File: config.mk
export PLATFORM = sky130hd
export DESIGN_NAME = obp_bridge
export DESIGN_NICKNAME = d
export VERILOG_FILES = /design/src/rtl/obp_pkg.sv /design/src/rtl/obp_byte_parity.sv /design/src/rtl/obp_fifo.sv /design/src/rtl/obp_bridge.sv
export SDC_FILE = /design/constraint.sdc
export NUM_CORES = 2
export LEC_CHECK = 0
export ABC_CLOCK_PERIOD_IN_PS = 25600
export BUFFER_PORTS_ARGS = -buffer_cell sky130_fd_sc_hd__clkbuf_2
export CAP_MARGIN = 20
export CORE_ASPECT_RATIO = 1.2
export CORE_MARGIN = 3
export CORE_UTILIZATION = 35
export CTS_CLUSTER_SIZE = 40
export DETAILED_ROUTE_END_ITERATION = 8
export PLACE_DENSITY = 0.47
export SLEW_MARGIN = 20
export SYNTH_ARGS = -nofsm -noshare
export SYNTH_HDL_FRONTEND = slang
export SYNTH_SLANG_ARGS = --single-unit
File: constraint.sdc
create_clock -name clk -period 25.6 [get_ports clk]
set_clock_uncertainty 0.2 [all_clocks]
set_input_delay 1.28 -clock clk [delete_from_list [all_inputs] [get_ports clk]]
set_output_delay 1.28 -clock clk [all_outputs]
set_load 0.01 [all_outputs]
File: src/rtl/obp_pkg.sv
package obp_pkg;
    typedef enum logic [0:0] {
        EG_EMPTY = 1'b0,
        EG_HOLD  = 1'b1
    } eg_state_e;
endpackage

File: src/rtl/obp_byte_parity.sv
module obp_byte_parity #(
    parameter int W = 128,
    localparam int NG = (W + 7) / 8
) (
    input  logic [W-1:0]  din,
    output logic [NG-1:0] par
);
    for (genvar g = 0; g < NG; g++) begin : g_grp
        localparam int LO = g * 8;
        localparam int HI = (LO + 7 < W) ? LO + 7 : W - 1;
        assign par[g] = ^din[HI:LO];
    end
endmodule

File: src/rtl/obp_fifo.sv
module obp_fifo #(
    parameter int W     = 8,
    parameter int DEPTH = 8,
    localparam int AW = (DEPTH > 1) ? $clog2(DEPTH) : 1,
    localparam int CW = $clog2(DEPTH + 1)
) (
    input  logic         clk,
    input  logic         rst_n,
    input  logic         wr_en,
    input  logic [W-1:0] wr_data,
    input  logic         rd_en,
    output logic [W-1:0] rd_data,
    output logic         full,
    output logic         empty
);
    logic [W-1:0]  mem [DEPTH];
    logic [AW-1:0] wp, rp;
    logic [CW-1:0] cnt;

    assign full    = (cnt == CW'(DEPTH));
    assign empty   = (cnt == '0);
    assign rd_data = mem[rp];

    always_ff @(posedge clk) begin
        if (wr_en) mem[wp] <= wr_data;
    end

    always_ff @(posedge clk) begin
        if (!rst_n) begin
            wp  <= '0;
            rp  <= '0;
            cnt <= '0;
        end else begin
            if (wr_en) wp <= (wp == AW'(DEPTH - 1)) ? '0 : wp + 1'b1;
            if (rd_en) rp <= (rp == AW'(DEPTH - 1)) ? '0 : rp + 1'b1;
            unique case ({wr_en, rd_en})
                2'b10:   cnt <= cnt + 1'b1;
                2'b01:   cnt <= cnt - 1'b1;
                default: cnt <= cnt;
            endcase
        end
    end

    AST_NO_OVERFLOW: assert property (@(posedge clk) disable iff (!rst_n)
        wr_en |-> !full);
    AST_NO_UNDERFLOW: assert property (@(posedge clk) disable iff (!rst_n)
        rd_en |-> !empty);
endmodule

File: src/rtl/obp_bridge.sv
module obp_bridge
    import obp_pkg::*;
#(
    parameter int DATA_W = 128,
    parameter int ADDR_W = 36,
    parameter int DEPTH  = 8,
    localparam int DP_N    = (DATA_W + 7) / 8,
    localparam int AP_N    = (ADDR_W + 7) / 8,
    localparam int STORE_W = DATA_W + DP_N,
    localparam int ENT_W   = 1 + ADDR_W + STORE_W,
    localparam int POS_W   = $clog2(STORE_W)
) (
    input  logic              clk,
    input  logic              rst_n,
    input  logic              up_valid,
    output logic              up_ready,
    input  logic              up_write,
    input  logic [ADDR_W-1:0] up_addr,
    input  logic [DATA_W-1:0] up_data,
    input  logic              dbg_flip_en,
    input  logic [POS_W-1:0]  dbg_flip_pos,
    output logic              dn_valid,
    input  logic              dn_ready,
    output logic              dn_write,
    output logic [ADDR_W-1:0] dn_addr,
    output logic [AP_N-1:0]   dn_addr_par,
    output logic [DATA_W-1:0] dn_data,
    output logic [DP_N-1:0]   dn_data_par
);
    // Ingress: data parity is formed here, once.
    logic [DP_N-1:0]    in_par;
    logic [STORE_W-1:0] flip_mask, in_store;
    logic [ENT_W-1:0]   in_ent, head_ent;
    logic               fifo_full, fifo_empty, push, load;

    obp_byte_parity #(.W(DATA_W)) u_dpar (.din(up_data), .par(in_par));

    assign flip_mask = dbg_flip_en ? (STORE_W'(1) << dbg_flip_pos) : '0;
    assign in_store  = {in_par, up_data} ^ flip_mask;
    assign in_ent    = {up_write, up_addr, in_store};
    assign up_ready  = !fifo_full;
    assign push      = up_valid && up_ready;

    obp_fifo #(.W(ENT_W), .DEPTH(DEPTH)) u_fifo (
        .clk     (clk),
        .rst_n   (rst_n),
        .wr_en   (push),
        .wr_data (in_ent),
        .rd_en   (load),
        .rd_data (head_ent),
        .full    (fifo_full),
        .empty   (fifo_empty)
    );

    // Egress: address parity from the head entry; data parity passed through.
    logic [ADDR_W-1:0] head_addr;
    logic [AP_N-1:0]   head_apar;
    assign head_addr = head_ent[STORE_W +: ADDR_W];

    obp_byte_parity #(.W(ADDR_W)) u_apar (.din(head_addr), .par(head_apar));

    eg_state_e state, state_nx;

    assign load = !fifo_empty && (state == EG_EMPTY || dn_ready);

    always_comb begin
        state_nx = state;
        unique case (state)
            EG_EMPTY: if (!fifo_empty)             state_nx = EG_HOLD;   // LOAD_FIRST
            EG_HOLD:  if (dn_ready && fifo_empty)  state_nx = EG_EMPTY;  // DRAIN
            default:                               state_nx = EG_EMPTY;
        endcase
    end

    always_ff @(posedge clk) begin
        if (!rst_n) state <= EG_EMPTY;
        else        state <= state_nx;
    end

    always_ff @(posedge clk) begin
        if (!rst_n) begin
            dn_write    <= 1'b0;
            dn_addr     <= '0;
            dn_addr_par <= '0;
            dn_data     <= '0;
            dn_data_par <= '0;
        end else if (load) begin  // LOAD_FIRST or REFILL
            dn_write    <= head_ent[ENT_W-1];
            dn_addr     <= head_addr;
            dn_addr_par <= head_apar;
            dn_data     <= head_ent[DATA_W-1:0];
            dn_data_par <= head_ent[DATA_W +: DP_N];
        end
    end

    assign dn_valid = (state == EG_HOLD);

    AST_HOLD_STABLE: assert property (@(posedge clk) disable iff (!rst_n)
        (dn_valid && !dn_ready) |=> (dn_valid && $stable(dn_data) &&
            $stable(dn_data_par) && $stable(dn_addr) && $stable(dn_addr_par)));
    AST_DROP_AFTER_ACCEPT: assert property (@(posedge clk) disable iff (!rst_n)
        $fell(dn_valid) |-> $past(dn_ready));
endmodule

==> results.json <==
{
  "place_congestion": 0.742,
  "first_pass_iters": 6,
  "wl_per_cell_um": 27.9,
  "fin_crit_ns": 4.60,
  "area_growth_pct": 16.4,
  "worstSkewPairLatency_ns": 0.81,
  "slew_headroom": 0.232,
  "vias": 32200,
  "synthCells": 3296,
  "ios": 366,
  "path_buf_inv": 3,
  "crit_top_cell": "buf_4",
  "required_ns": 26.08,
  "cts_resized": 0,
  "die_h_um": 477,
  "status": "complete, no violations",
  "initial_utilization": 0.353,
  "multi_input_area_mm2": 0.0167,
  "synth-edff-count": 1448,
  "ir_drop_mv": 0.0730,
  "finalPower_mw": 7.55,
  "crit_slowest_cell": "dfxtp_4",
  "grt-ovfl-total": 0,
  "syn-cell-area_mm2": 0.0648,
  "fp.coreArea_mm2": 0.184,
  "clock-root-buffer": "clkbuf_16",
  "postRouteAntennaNets": 0,
  "synth_area_leaders": "edfxtp_1 (67%), mux4_2 (13%), dfxtp_1 (6.2%)",
  "pwr-share-seq": 0.437,
  "wl_um": 176000,
  "cts_made_buffers": 174,
  "yosysUniqueCellTypes": 38,
  "std_cell_rows": 172,
  "cts_hold_buffers": 0,
  "cp_data_arrival_time_ns": 5.08,
  "grt_setup_unrepaired": "no",
  "h-tree-depth": 4,
  "hpwlAfterDp_um": 101000,
  "clockBufferDepth": 3,
  "final_area_mm2": 0.0754,
  "gr-usage-all-layers": 0.185,
  "final_layout_size_suffix_gt1_frac": 0.283,
  "r2r_slack_ns": 21.00,
  "max_stage_delay_ns": 0.90,
  "sw_frac_of_total": 0.288,
  "grt_pass1_vias": 33400,
  "clock.fmax_ghz": 0.217,
  "syn_avg_cell_area_um2": 19.7,
  "drc": 0,
  "pwr-share-clk": 0.334,
  "ys.flop_type": "edfxtp_1",
  "antenna_found_initial": 23,
  "synth_fp_nets": 3481,
  "maxCapViolCount": 0,
  "crit_type": "flop to flop",
  "port_buffers": 365,
  "maxSlewViolCount": 0,
  "ys_seq_area_frac": 0.733,
  "crit_chain": "buf_4 > buf_4 > buf_4 > mux4_2 > mux2i_1 > nand2_1 > o211a_1",
  "post_cts_buffers": 0,
  "ys_ff_latch": 1648,
  "leakagePower_nw": 25.5,
  "grt_max_degree": 136,
  "end_kind": "flop",
  "worstSetupStartpointType": "flop",
  "yosysWarnings": 0,
  "dpl_cell_area_mm2": 0.0696,
  "routed_via_density": 5.09,
  "setup_viol": 0,
  "synth_top_area_frac": 0.671,
  "p_sw_mw": 2.17,
  "post-route-util": 0.411,
  "finalCritPeriodShare": 0.180,
  "finalSetupTns_ns": 0,
  "final_common_cell": "edfxtp_1",
  "power_density_mw_per_mm2": 100,
  "fin_hold_ws_ns": 0.273,
  "cts_tree": "yes",
  "layout_common_cells": "edfxtp_1 (1448), clkbuf_2 (364), mux4_2 (362)",
  "synthArstFlopShare": 0,
  "dieWidth_um": 399,
  "crit_fanout": 44,
  "regArea_mm2": 0.0475,
  "grt_first_pass_wirelength_um": 250000,
  "final_nets": 3904,
  "fillCellCount": 16400,
  "cpLargestDelayFamily": "buffers and inverters",
  "initialDrtViolationCount": 2341,
  "finalHoldViolCount": 0,
  "pwr-share-comb": 0.229,
  "die-area_mm2": 0.190,
  "worst_slew_pin_slew_ns": 1.15,
  "cts.sinks": 1648,
  "hold_class": "flop to flop",
  "synth_area_leader_cell": "edfxtp_1",
  "power.internal_mw": 5.38,
  "cts.clk_slew.worst_paths_ns": 0.06
}
[power by group through the flow]
| stage | clock [mW] | combinational (mW) | sequential (mW) |
|---|---|---|---|
| after floorplan | 0 | 1.15 | 3.41 |
| after global placement | 0 | 1.77 | 3.36 |
| after detailed placement | 0 | 1.77 | 3.36 |
| after CTS | 2.60 | 1.78 | 3.30 |
| after global routing | 2.71 | 1.89 | 3.32 |
| final | 2.52 | 1.73 | 3.30 |
[worst reg2reg max path, delay by kind of cell (launching register included)]
| kind | cells | cell delay, ns |
|---|---|---|
| muxes | 2 | 0.80 |
| DFF | 1 | 0.90 |
| AOI/OAI and AO/OA | 1 | 0.16 |
| and+or+nand+nor | 1 | 0.07 |
| buffers and inverters | 3 | 2.35 |
[registers in the layout, summed over array words and instances, names as in the netlist, 3 cells and up, named ones only]
| signal | flops |
|---|---|
| dn_addr | 36 |
| dn_addr_par | 5 |
| dn_data | 128 |
| dn_data_par | 16 |
| u_fifo.cnt | 4 |
| u_fifo.mem | 1448 |
| u_fifo.rp | 3 |
| u_fifo.wp | 3 |
[Yosys cell counts (29+ instances only)]
cell	n
buf_1	29
mux2i_1	157
mux4_2	362
clkbuf_1	100
buf_2	40
nor2_1	63
xnor2_1	223
o211a_1	181
nand2_1	296
edfxtp_1	1448
xor2_1	68
dfxtp_1	200
[layer usage]
metal  part of all wire  vias up  global-route usage
li1                   -    14000                   -
met5            0.00052        -                   0
met1               0.45    17200               0.258
met4              0.018       14              0.0428
met2               0.47      822               0.290
met3              0.067      204              0.0462
[through the flow]
stage / instances / setup slack (ns)
5_1_grt: 6306 / 20.39
6_report: 6320 / 21.00
2_1_floorplan: 3296 / 5.69
3_3_place_gp: 5979 / 20.66
4_1_cts: 6305 / 20.67
3_5_place_dp: 5979 / 20.63
[area by class of cell]
cell class / count / share of cell area
Multi-Input combinational cell: 1465 / 0.221
Tap cell: 2436 / 0.0404
Clock buffer: 255 / 0.0653
Antenna cell: 15 / 0.000498
Sequential cell: 1648 / 0.630
Timing Repair Buffer: 429 / 0.0322
Inverter: 1 / 0.000149
Clock inverter: 71 / 0.0109
[path summary, 6_finish.rpt]
path,startpoint,to,cells after the start
setup / recovery,flop,dn_data[98],7
setup reg to reg,flop,dn_data[98],7
hold / removal,u_fifo.rp[2],flop,2
hold reg to reg,u_fifo.rp[2],flop,2
[logic make-up after synthesis]
kind of cell / Yosys count / share of synthesized area
and+or+nand+nor: 419 / 0.0267
xor gates and xnor gates: 291 / 0.0393
AOI/OAI and AO/OA: 204 / 0.0299
buffers and inverters: 183 / 0.0126
DFF: 1648 / 0.733
muxes: 544 / 0.158
adders and majority gates: 7 / 0.00135
No activity file was read; power rests on OpenSTA's default activity.
